--- src/rtl/sar_pkg.sv ---
package sar_pkg;
    localparam int WORD_W    = 24;
    localparam int LANES     = 6;
    localparam int NUM_CH    = 12;
    localparam int SLOT_W    = 32;
    localparam int MAX_SLOTS = 16;
    localparam int CH_W      = $clog2(MAX_SLOTS);

    typedef enum logic [1:0] {
        FMT_I2S = 2'b00,
        FMT_LJ  = 2'b01,
        FMT_RJ  = 2'b10,
        FMT_TDM = 2'b11
    } fmt_e;
endpackage

--- src/rtl/sar_sync.sv ---
module sar_sync #(
    parameter int LANES = sar_pkg::LANES
) (
    input  logic             clk,
    input  logic             rst_n,
    input  logic             bclk,
    input  logic             fclk,
    input  logic [LANES-1:0] sdata,
    output logic             tick,
    output logic             fclk_smp,
    output logic [LANES-1:0] sd_smp
);
    typedef struct packed {
        logic             bclk_a;
        logic             bclk_b;
        logic             fclk;
        logic [LANES-1:0] sd;
    } sync_t;

    sync_t s_d, s_q;

    always_comb begin
        s_d        = s_q;
        s_d.bclk_a = bclk;
        s_d.bclk_b = s_q.bclk_a;
        s_d.fclk   = fclk;
        s_d.sd     = sdata;
    end

    always_ff @(posedge clk) begin
        if (!rst_n) s_q <= '0;
        else        s_q <= s_d;
    end

    // rising bit-clock edge seen this cycle; frame/data sampled alongside it
    assign tick     = s_q.bclk_a & ~s_q.bclk_b;
    assign fclk_smp = s_q.fclk;
    assign sd_smp   = s_q.sd;
endmodule

--- src/rtl/sar_framer.sv ---
module sar_framer #(
    parameter int WORD_W    = sar_pkg::WORD_W,
    parameter int SLOT_W    = sar_pkg::SLOT_W,
    parameter int MAX_SLOTS = sar_pkg::MAX_SLOTS,
    parameter int NUM_CH    = sar_pkg::NUM_CH
) (
    input  logic                           clk,
    input  logic                           rst_n,
    input  logic                           tick,
    input  logic                           fclk_smp,
    input  sar_pkg::fmt_e                  fmt,
    input  logic [1:0]                     tdm_sel,
    output logic                           cap_stereo,
    output logic                           cap_tdm,
    output logic                           use_old,
    output logic                           side,
    output logic [$clog2(MAX_SLOTS)-1:0]   slot
);
    import sar_pkg::*;

    localparam int SLOT_LOG = $clog2(SLOT_W);
    localparam int SCH_W    = $clog2(MAX_SLOTS);
    localparam int CNT_W    = SLOT_LOG + SCH_W;
    localparam logic [CNT_W-1:0] CNT_MAX  = '1;
    localparam logic [SCH_W:0]   CH_LIMIT = (SCH_W+1)'(NUM_CH);

    typedef struct packed {
        logic             prev;
        logic             primed;
        logic             synced;
        logic [CNT_W-1:0] cnt;
    } frm_t;

    frm_t s_d, s_q;

    logic             is_tdm;
    logic             fedge;
    logic [CNT_W-1:0] cnt_new;
    logic [SCH_W:0]   nslots;
    logic             in_slot;
    logic             cap_i2s, cap_lj, cap_rj;

    always_comb begin
        is_tdm  = (fmt == FMT_TDM);
        fedge   = tick & s_q.primed &
                  (is_tdm ? (fclk_smp & ~s_q.prev) : (fclk_smp ^ s_q.prev));
        cnt_new = fedge ? '0 : ((s_q.cnt == CNT_MAX) ? s_q.cnt : s_q.cnt + 1'b1);

        s_d = s_q;
        if (tick) begin
            s_d.prev   = fclk_smp;
            s_d.primed = 1'b1;
            s_d.synced = s_q.synced | fedge;
            s_d.cnt    = cnt_new;
        end

        case (tdm_sel)
            2'b00:   nslots = (SCH_W+1)'(4);
            2'b10:   nslots = (SCH_W+1)'(16);
            default: nslots = (SCH_W+1)'(8);
        endcase

        slot    = cnt_new[CNT_W-1:SLOT_LOG];
        in_slot = (cnt_new[SLOT_LOG-1:0] == SLOT_LOG'(WORD_W-1));

        cap_tdm = tick & s_q.synced & is_tdm & in_slot &
                  ({1'b0, slot} < nslots) & ({1'b0, slot} < CH_LIMIT);
        cap_i2s = tick & s_q.synced & (fmt == FMT_I2S) & (cnt_new == CNT_W'(WORD_W));
        cap_lj  = tick & s_q.synced & (fmt == FMT_LJ)  & (cnt_new == CNT_W'(WORD_W-1));
        cap_rj  = fedge & s_q.synced & (fmt == FMT_RJ) & (s_q.cnt >= CNT_W'(WORD_W-1));

        cap_stereo = cap_i2s | cap_lj | cap_rj;
        use_old    = cap_rj;

        case (fmt)
            FMT_I2S: side = fclk_smp;
            FMT_LJ:  side = ~fclk_smp;
            FMT_RJ:  side = ~s_q.prev;
            default: side = 1'b0;
        endcase
    end

    always_ff @(posedge clk) begin
        if (!rst_n) s_q <= '0;
        else        s_q <= s_d;
    end

    // a right-justified word is only ever taken at a level change of the frame clock
    AST_RJ_AT_EDGE: assert property (@(posedge clk) disable iff (!rst_n)
        (cap_stereo && fmt == FMT_RJ) |-> (fclk_smp != s_q.prev)) else $error("rj capture off edge");
endmodule

--- src/rtl/sar_lane.sv ---
module sar_lane #(
    parameter int WORD_W = sar_pkg::WORD_W
) (
    input  logic              clk,
    input  logic              rst_n,
    input  logic              tick,
    input  logic              sd,
    input  logic              cap,
    input  logic              use_old,
    output logic [WORD_W-1:0] word
);
    typedef struct packed {
        logic [WORD_W-1:0] sr;
        logic [WORD_W-1:0] hold;
    } lane_t;

    lane_t s_d, s_q;

    always_comb begin
        s_d = s_q;
        if (tick) s_d.sr = {s_q.sr[WORD_W-2:0], sd};
        if (cap)  s_d.hold = use_old ? s_q.sr : s_d.sr;
    end

    always_ff @(posedge clk) begin
        if (!rst_n) s_q <= '0;
        else        s_q <= s_d;
    end

    assign word = s_q.hold;
endmodule

--- src/rtl/serial_audio_rx.sv ---
module serial_audio_rx #(
    parameter int LANES     = sar_pkg::LANES,
    parameter int WORD_W    = sar_pkg::WORD_W,
    parameter int NUM_CH    = sar_pkg::NUM_CH,
    parameter int SLOT_W    = sar_pkg::SLOT_W,
    parameter int MAX_SLOTS = sar_pkg::MAX_SLOTS
) (
    input  logic                         clk,
    input  logic                         rst_n,
    input  logic [1:0]                   fmt_sel,
    input  logic [1:0]                   tdm_sel,
    input  logic                         bclk,
    input  logic                         fclk,
    input  logic [LANES-1:0]             sdata,
    output logic                         smp_valid,
    output logic [$clog2(MAX_SLOTS)-1:0] smp_chan,
    output logic [WORD_W-1:0]            smp_data
);
    import sar_pkg::*;

    localparam int OCH_W = $clog2(MAX_SLOTS);

    fmt_e               fmt;
    logic               tick;
    logic               fclk_smp;
    logic [LANES-1:0]   sd_smp;
    logic               cap_stereo, cap_tdm, use_old, side;
    logic [OCH_W-1:0]   slot;
    logic [LANES-1:0]   cap_lane;
    logic [WORD_W-1:0]  lane_word [LANES];

    assign fmt = fmt_e'(fmt_sel);

    sar_sync #(.LANES(LANES)) u_sync (
        .clk      (clk),
        .rst_n    (rst_n),
        .bclk     (bclk),
        .fclk     (fclk),
        .sdata    (sdata),
        .tick     (tick),
        .fclk_smp (fclk_smp),
        .sd_smp   (sd_smp)
    );

    sar_framer #(
        .WORD_W    (WORD_W),
        .SLOT_W    (SLOT_W),
        .MAX_SLOTS (MAX_SLOTS),
        .NUM_CH    (NUM_CH)
    ) u_framer (
        .clk        (clk),
        .rst_n      (rst_n),
        .tick       (tick),
        .fclk_smp   (fclk_smp),
        .fmt        (fmt),
        .tdm_sel    (tdm_sel),
        .cap_stereo (cap_stereo),
        .cap_tdm    (cap_tdm),
        .use_old    (use_old),
        .side       (side),
        .slot       (slot)
    );

    for (genvar g = 0; g < LANES; g++) begin : g_lane
        if (g == 0) begin : g_first
            assign cap_lane[g] = cap_stereo | cap_tdm;
        end else begin : g_rest
            assign cap_lane[g] = cap_stereo;
        end
        sar_lane #(.WORD_W(WORD_W)) u_lane (
            .clk     (clk),
            .rst_n   (rst_n),
            .tick    (tick),
            .sd      (sd_smp[g]),
            .cap     (cap_lane[g]),
            .use_old (use_old),
            .word    (lane_word[g])
        );
    end

    typedef struct packed {
        logic [LANES-1:0]            pend;
        logic [LANES-1:0][OCH_W-1:0] chan;
        logic                        valid;
        logic [OCH_W-1:0]            out_chan;
        logic [WORD_W-1:0]           out_data;
    } out_t;

    out_t s_d, s_q;

    always_comb begin
        logic found;
        s_d       = s_q;
        s_d.valid = 1'b0;
        found     = 1'b0;
        // lowest pending line drains first: ascending channel order
        for (int i = 0; i < LANES; i++) begin
            if (s_q.pend[i] && !found) begin
                found        = 1'b1;
                s_d.valid    = 1'b1;
                s_d.out_chan = s_q.chan[i];
                s_d.out_data = lane_word[i];
                s_d.pend[i]  = 1'b0;
            end
        end
        for (int i = 0; i < LANES; i++) begin
            if (cap_lane[i]) begin
                s_d.pend[i] = 1'b1;
                s_d.chan[i] = cap_tdm ? slot
                                      : (OCH_W'(2 * i) | {{(OCH_W-1){1'b0}}, side});
            end
        end
    end

    always_ff @(posedge clk) begin
        if (!rst_n) s_q <= '0;
        else        s_q <= s_d;
    end

    assign smp_valid = s_q.valid;
    assign smp_chan  = s_q.out_chan;
    assign smp_data  = s_q.out_data;

    AST_CHAN_RANGE: assert property (@(posedge clk) disable iff (!rst_n)
        smp_valid |-> (smp_chan < OCH_W'(NUM_CH))) else $error("channel out of range");
    AST_TDM_LINE0_ONLY: assert property (@(posedge clk) disable iff (!rst_n)
        (fmt == FMT_TDM) |-> (s_q.pend[LANES-1:1] == '0)) else $error("tdm used extra line");
    AST_STEREO_STEP: assert property (@(posedge clk) disable iff (!rst_n)
        (fmt != FMT_TDM && smp_valid && $past(smp_valid)) |->
        (smp_chan == $past(smp_chan) + OCH_W'(2))) else $error("stereo order broken");
    AST_TDM_SPACING: assert property (@(posedge clk) disable iff (!rst_n)
        (fmt == FMT_TDM && smp_valid) |=> !smp_valid) else $error("tdm words adjacent");
endmodule

--- config.mk ---
export PLATFORM = sky130hd
export DESIGN_NAME = serial_audio_rx
export DESIGN_NICKNAME = d
export VERILOG_FILES = /design/src/rtl/sar_pkg.sv /design/src/rtl/sar_sync.sv /design/src/rtl/sar_framer.sv /design/src/rtl/sar_lane.sv /design/src/rtl/serial_audio_rx.sv
export SDC_FILE = /design/constraint.sdc
export NUM_CORES = 1
export LEC_CHECK = 0
export ABC_AREA = 0
export BUFFER_PORTS_ARGS = -buffer_cell sky130_fd_sc_hd__buf_2
export CORE_MARGIN = 2
export CORE_UTILIZATION = 57
export DETAILED_ROUTE_END_ITERATION = 8
export PLACE_DENSITY = 0.77
export SYNTH_ARGS = -nofsm -noshare
export SYNTH_HDL_FRONTEND = slang
export SYNTH_HIERARCHICAL = 1
export SYNTH_SLANG_ARGS = --single-unit
--- constraint.sdc ---
create_clock -name clk -period 4 [get_ports clk]
set_clock_uncertainty 0.05 [all_clocks]
set_input_delay 0.6 -clock clk [delete_from_list [all_inputs] [get_ports clk]]
set_output_delay 0.6 -clock clk [all_outputs]
set_load 0.01 [all_outputs]
==> qor.yml, run 1 <==
power_and_ir_drop:
  p_sw_share_pct: 22.0
  ir_drop_v: 0.000315
  cellLeakagePower_nw: 7.30
  finalPower_mw: 7.28
  power.internal_mw: 5.68
  p_comb_share_pct: 3.7
  clock_power_share_pct: 47.5
  seqPwrFrac_pct: 48.8
  power_density_nw_per_um2: 371
  p_sw_mw: 1.60
cells_and_area:
  syn_to_final_growth_pct: -0.859
  fin_nets: 1752
  diodes: 0
  utilization_pct: 57.1
  drive_gt1_share_pct: 17.4
  design_area_um2: 19600
sta:
  min_period_ns: 3.44
  fmax_ghz: 0.290
  worst_slack_ns: 0.557
  slew_violations: 0
  tns_ns: 0
  fin_crit_sh_pct: 86.1
  hold_viol_final: 0
  rsz0062_at_grt: "no"
  maxSlewHeadroom_pct: 28.6
  worst_slew_pin_slew_ns: 1.07
  setup_viol: 0
synthesis:
  ys_top_cells_by_area: "dfxtp_1, nor2b_1, and4bb_1"
  syn_area_um2: 19800
  synth_top_flop_cell: "dfxtp_1"
  ys_seq_elements: 355
  synth-edff-count: 0
  syn-mean-instance-area_um2: 10.0
  async_reset_ff_share_pct: 0
  ys_seq_area_share_pct: 35.9
  netlist.area_leader.share_pct: 35.9
  ys_top_cells_by_count: "dfxtp_1, nor2b_1, buf_4, mux2i_1, o21ai_0"
  synth.most_common_cell: "dfxtp_1"
  synth_top_area_cell: "dfxtp_1"
  ys_types: 68
  yosys_warnings: 6
  synth_nets: 2000
  synth_cells: 1982
clocking:
  clock_latency_ns: 0.52
  h-tree-depth: 2
  cts.sink_count: 355
  clkTransAtPathRegs_ns: 0.06
  cts-resized-gates: 0
  cts_tree: "done"
  holdBufCountCts: 0
  cts_buffers: 39
  cts_setup_buffers: 0
  clock_path_buffers: 3
  cts_root_buffer: "clkbuf_16"
critical_path:
  crit_chain: "ha_1, or3b_1, a2111oi_2, o221a_1, a31oi_1, o31ai_4, buf_12, buf_4, o21ai_0, a211oi_2"
  arrival_ns: 3.83
  crit_type: "reg -> reg"
  required_ns: 4.39
  crit_start: "u_framer/s_q[0]$_SDFFE_PN0P_"
  start_kind: "flip-flop"
  crit_path_top_delay_cell: "o31ai_4"
  rr_startpoint: "u_framer/s_q[0]$_SDFFE_PN0P_"
  end_kind: "flip-flop"
  crit_path_max_fanout: 82
  max_stage_delay_ns: 0.43
floorplanning:
  dieArea_um2: 36300
  fp.dieH_um: 190
  rows: 68
  core_area_um2: 34400
  io_pins: 43
  start_util_pct: 57.6
  die_w_um: 190
routing:
  wl_per_cell_um: 18.7
  routed_wl_mm: 41.4
  viasPerCell: 6.02
  ant_nets: 0
  drcViolationCount: 0
  drt_first_iter_violations: 903
  first_pass_iters: 5
  vias: 13300
place:
  post-place-ws_ns: 0.607
  place_hpwl_mm: 25.6
  place_area_um2: 18400
  routabilityCongestion: 0.801
  portBuffers: 42
grt:
  antenna_found_initial: 0
  grt_max_degree: 196
  grt_util_all_layers_pct: 22.5
  grt_pass1_vias: 12728
  gr-total-overflow: 0
  grt_pass1_wl_mm: 67.2
worst_hold_path:
  hold_start: "sdata[5]"
  hold_class: "in -> reg"
job:
  max_cap_violations: 0
run_status:
  run_status: "completed"
through the flow:
step | hold slack [ns] | cells
after floorplan | 0.371 | 1982
after CTS | 0.223 | 2211
after global routing | 0.228 | 2211
after detailed placement | 0.397 | 2148
after global placement | 0.404 | 2148
final | 0.234 | 2211
per-layer routing:
layer / track usage (%) / wire length [um] / vias up
li1: - / - / 6452
met3: 3.02 / 1880 / 69
met2: 37.0 / 19400 / 283
met1: 30.6 / 19100 / 6496
met4: 6.71 / 1030 / 0
met5: 0 / 0 / -
power groups by stage:
stage	logic, mW	registers [mW]	clock network [mW]
finish	0.268	3.55	3.46
global route	0.288	3.55	3.67
CTS	0.268	3.55	3.51
detailed placement	0.268	3.63	0
global placement	0.265	3.63	0
floorplan	0.241	3.63	0
final timing paths:
kind | to | slack (ns) | cells past startpoint
setup / recovery | g_lane[1].u_lane/word[4]$_SDFFE_PN0P_ | 0.56 | 10
hold reg to reg | g_lane[2].u_lane/word[23]$_SDFFE_PN0P_ | 0.40 | 2
hold / removal | u_sync/sd_smp[5]$_SDFF_PN0_ | 0.23 | 2
setup reg to reg | g_lane[1].u_lane/word[4]$_SDFFE_PN0P_ | 0.56 | 10
kinds of logic after synthesis:
group,synth area share [%]
compound gates,19.0
xor+xnor,0.133
fa+ha+maj,0.253
buf+inv,13.4
flops,35.9
mux,8.73
simple gates,22.6
state kept, by name, indices dropped and copies added (netlist names):
| signal | flops |
|---|---|
| u_sync/fclk_smp | 1 |
| g_lane.u_lane/s_q | 144 |
| u_sync/s_q | 1 |
| s_q | 17 |
| smp_data | 24 |
| smp_chan | 4 |
| u_framer/s_q | 12 |
| u_sync/sd_smp | 6 |
| g_lane.u_lane/word | 144 |
| smp_valid | 1 |
| u_sync/s_d | 1 |
final cells by class:
| cell class | count | area, um2 |
|---|---|---|
| fill | 2844 | 14700 |
| clock buffer | 56 | 1140 |
| sequential | 355 | 7110 |
| inverter | 19 | 72.6 |
| timing repair buffer | 80 | 592 |
| clock inverter | 7 | 82.6 |
| multi-input combinational | 1239 | 10100 |
| tap | 455 | 569 |
critical path: cells and delay by family, from the launching register on:
family	cells	cell delay [ns]
adder cells (fa/ha/maj)	1	0.32
flip-flops	1	0.38
AND/OR/NAND/NOR	1	0.40
AO/OA/AOI/OAI	6	1.49
buffers and inverters	2	0.67
cells in the final DEF, fill, tap and decap left out, types with 6 or more instances in the layout:
master / n
dfxtp_1: 355
a22o_1: 14
nor2b_1: 294
and2_1: 12
a311oi_1: 8
a221oi_1: 14
buf_2: 41
a22oi_1: 11
nand2b_1: 22
nand4_1: 6
buf_12: 7
inv_1: 18
o21ai_1: 7
clkbuf_8: 11
nor2_1: 22
nand3_1: 11
o21ai_0: 153
mux2_2: 15
a211oi_1: 17
a211oi_2: 138
and4bb_1: 144
buf_4: 31
nand2_1: 51
clkbuf_16: 39
a21oi_1: 42
o32ai_1: 14
mux2i_1: 156
clkbuf_1: 7
(Power assumes the default switching activity.)
==> run 2: changes to the inputs <==
--- a/config.mk
+++ b/config.mk
@@ -7,10 +7,12 @@
 export LEC_CHECK = 0
 export ABC_AREA = 0
 export BUFFER_PORTS_ARGS = -buffer_cell sky130_fd_sc_hd__buf_2
+export CELL_PAD_IN_SITES_DETAIL_PLACEMENT = 1
+export CELL_PAD_IN_SITES_GLOBAL_PLACEMENT = 1
 export CORE_MARGIN = 2
-export CORE_UTILIZATION = 57
+export CORE_UTILIZATION = 46
 export DETAILED_ROUTE_END_ITERATION = 8
-export PLACE_DENSITY = 0.77
+export PLACE_DENSITY_LB_ADDON = 0.1
 export SYNTH_ARGS = -nofsm -noshare
 export SYNTH_HDL_FRONTEND = slang
 export SYNTH_HIERARCHICAL = 1
==> run 2 against run 1 <==
First-iteration DRC count shrank 22%. Critical path type unchanged. Sequential cell count stayed put. Non-clock buffer count up 3. Count of clock-buffer cells in the layout up 8. Core utilization fell by 10 points.
==> qor.yml, run 2 (synthesis gave the netlist of run 1 again) <==
floorplanning:
  io_pins: 43  # unchanged
  fp.dieH_um: 212  # +11%
  rows: 76  # +12%
  dieArea_um2: 44700  # +23%
  core_area_um2: 42800  # +24%
  die_w_um: 212  # +11%
  start_util_pct: 46.3  # -11 points
routing:
  vias: 13298  # -0.015%
  drt_first_iter_violations: 706  # -22%
  first_pass_iters: 5  # unchanged
  viasPerCell: 5.75  # -4.5%
  ant_nets: 0  # unchanged
  wl_per_cell_um: 20.9  # +12%
  drcViolationCount: 0  # unchanged
  routed_wl_mm: 48.4  # +17%
clocking:
  clock_latency_ns: 0.56  # +0.04 ns
  cts_root_buffer: "clkbuf_16"
  cts_buffers: 43  # +10%
  holdBufCountCts: 0  # unchanged
  cts.sink_count: 355  # unchanged
  cts_setup_buffers: 0  # unchanged
  cts-resized-gates: 0  # unchanged
  clock_path_buffers: 3  # unchanged
  clkTransAtPathRegs_ns: 0.06  # about the same
  h-tree-depth: 2  # unchanged
  cts_tree: "done"
sta:
  fmax_ghz: 0.280  # -3.7%
  worst_slew_pin_slew_ns: 0.986  # -0.0851 ns
  setup_viol: 0  # unchanged
  hold_viol_final: 0  # unchanged
  fin_crit_sh_pct: 89.4  # +3.3 points
  maxSlewHeadroom_pct: 34.3  # +5.7 points
  slew_violations: 0  # unchanged
  tns_ns: 0  # unchanged
  worst_slack_ns: 0.423  # -0.134 ns
  hold_ws_ns: 0.205  # -0.0287 ns
  rsz0062_at_grt: "no"
  min_period_ns: 3.58  # +0.134 ns
place:
  routabilityCongestion: 0.814  # +1.7%
  dp_cells: 2242  # +4.4%
  portBuffers: 42  # unchanged
  post-place-ws_ns: 0.494  # -0.113 ns
  place_hpwl_mm: 30.1  # +18%
run_status:
  run_status: "completed"
critical_path:
  path_buf_inv: 2  # unchanged
  cpLargestDelayFamily: "simple AND/OR/NAND/NOR gates"
  crit_type: "reg -> reg"
  reg2reg_slack_ns: 0.42  # -0.13 ns
  start_kind: "flip-flop"
  required_ns: 4.41  # +0.02 ns
  max_stage_delay_ns: 0.48  # +0.05 ns
  crit_chain: "ha_1, and3_2, a21oi_1, nor2_1, ha_1, a21oi_1, o211ai_1, nor4b_1, nor2_1, inv_1, buf_12, o21ai_0, a211oi_2"
  arrival_ns: 3.99  # +0.16 ns
  crit_path_max_fanout: 72  # -12%
  end_kind: "flip-flop"
  crit_path_top_delay_cell: "nor4b_1"
  reg2regPathDepth: 13  # +3
  crit-reg2reg-capture: "g_lane[0].u_lane/word[22]$_SDFFE_PN0P_"
  rr_startpoint: "u_framer/s_q[0]$_SDFFE_PN0P_"
cells_and_area:
  final_cell_mix: "dfxtp_1, nor2b_1, mux2i_1"
  final_common_cell: "dfxtp_1"
  syn_to_final_growth_pct: 0.764
  fin_nets: 1759  # +0.40%
  diodes: 0  # unchanged
  fin_cells: 2314  # +4.7%
  drive_gt1_share_pct: 17.7  # +0.28 points
job:
  max_cap_violations: 0  # unchanged
grt:
  use_met1_pct: 30.5  # -0.10 points
  grtUsageMet3_pct: 2.82  # -0.20 points
  use_met2_pct: 35.1  # -1.9 points
  grt_max_degree: 166  # -15%
  grt_pass1_wl_mm: 78.1  # +16%
  antenna_found_initial: 0  # unchanged
  gr-total-overflow: 0  # unchanged
  top_usage_layer: "met2"
  grt_util_all_layers_pct: 21.8  # -0.71 points
  grt_pass1_vias: 13593  # +6.8%
power_and_ir_drop:
  ir_drop_v: 0.000271  # -14%
  finalPower_mw: 7.77  # +6.7%
  cellLeakagePower_nw: 7.40  # +1.3%
  power_density_nw_per_um2: 389  # +5.0%
worst_hold_path:
  holdPathStages: 2  # unchanged
  hold_start: "sdata[3]"
  hold_class: "in -> reg"
  min_to: "u_sync/sd_smp[3]$_SDFF_PN0_"
## run 2: worst max path at each step
stage,endpoint,startpoint,slack [ns],cells after the start
finish,g_lane[0].u_lane/word[22]$_SDFFE_PN0P_,u_framer/s_q[0]$_SDFFE_PN0P_,0.42,13
global route,g_lane[0].u_lane/word[23]$_SDFFE_PN0P_,u_framer/s_q[0]$_SDFFE_PN0P_,0.09,13
CTS,g_lane[0].u_lane/word[22]$_SDFFE_PN0P_,u_framer/s_q[0]$_SDFFE_PN0P_,0.46,13
detailed placement,g_lane[0].u_lane/word[22]$_SDFFE_PN0P_,fmt_sel[0],0.49,13
global placement,g_lane[0].u_lane/word[22]$_SDFFE_PN0P_,fmt_sel[0],0.61,13
floorplan,g_lane[0].u_lane/word[10]$_SDFFE_PN0P_,u_sync/s_d[7]$_SDFF_PN0_,0.16,14
## run 2: power breakdown
part / total (mW) / switching (mW) / internal [mW]
clock network: 3.93 / 1.50 / 2.43
registers: 3.56 / 0.00972 / 3.55
logic: 0.278 / 0.180 / 0.0983
## run 2: metal layers
layer / vias up / wire length (um)
li1: 6479 / -
met1: 6630 / 24200
met2: 130 / 22200
met3: 59 / 1150
met4: 0 / 923
met5: - / 0
## run 2: final cells by class
type                            instances  area (um2)
Fill cell                            4664       22800
Clock buffer                           64        1270
Sequential cell                       355        7110
Clock inverter                          8         140
Tap cell                              546         683
Timing Repair Buffer                   83         614
Multi-Input combinational cell       1239       10100
Inverter                               19        72.6
## run 2: metrics by stage
| step | utilization [%] | instance area, um2 |
|---|---|---|
| after floorplan | - | 19800 |
| after global placement | 43.4 | 18600 |
| after detailed placement | 43.4 | 18600 |
| after CTS | 46.7 | 20000 |
| after global routing | 46.7 | 20000 |
| final | 46.7 | 20000 |
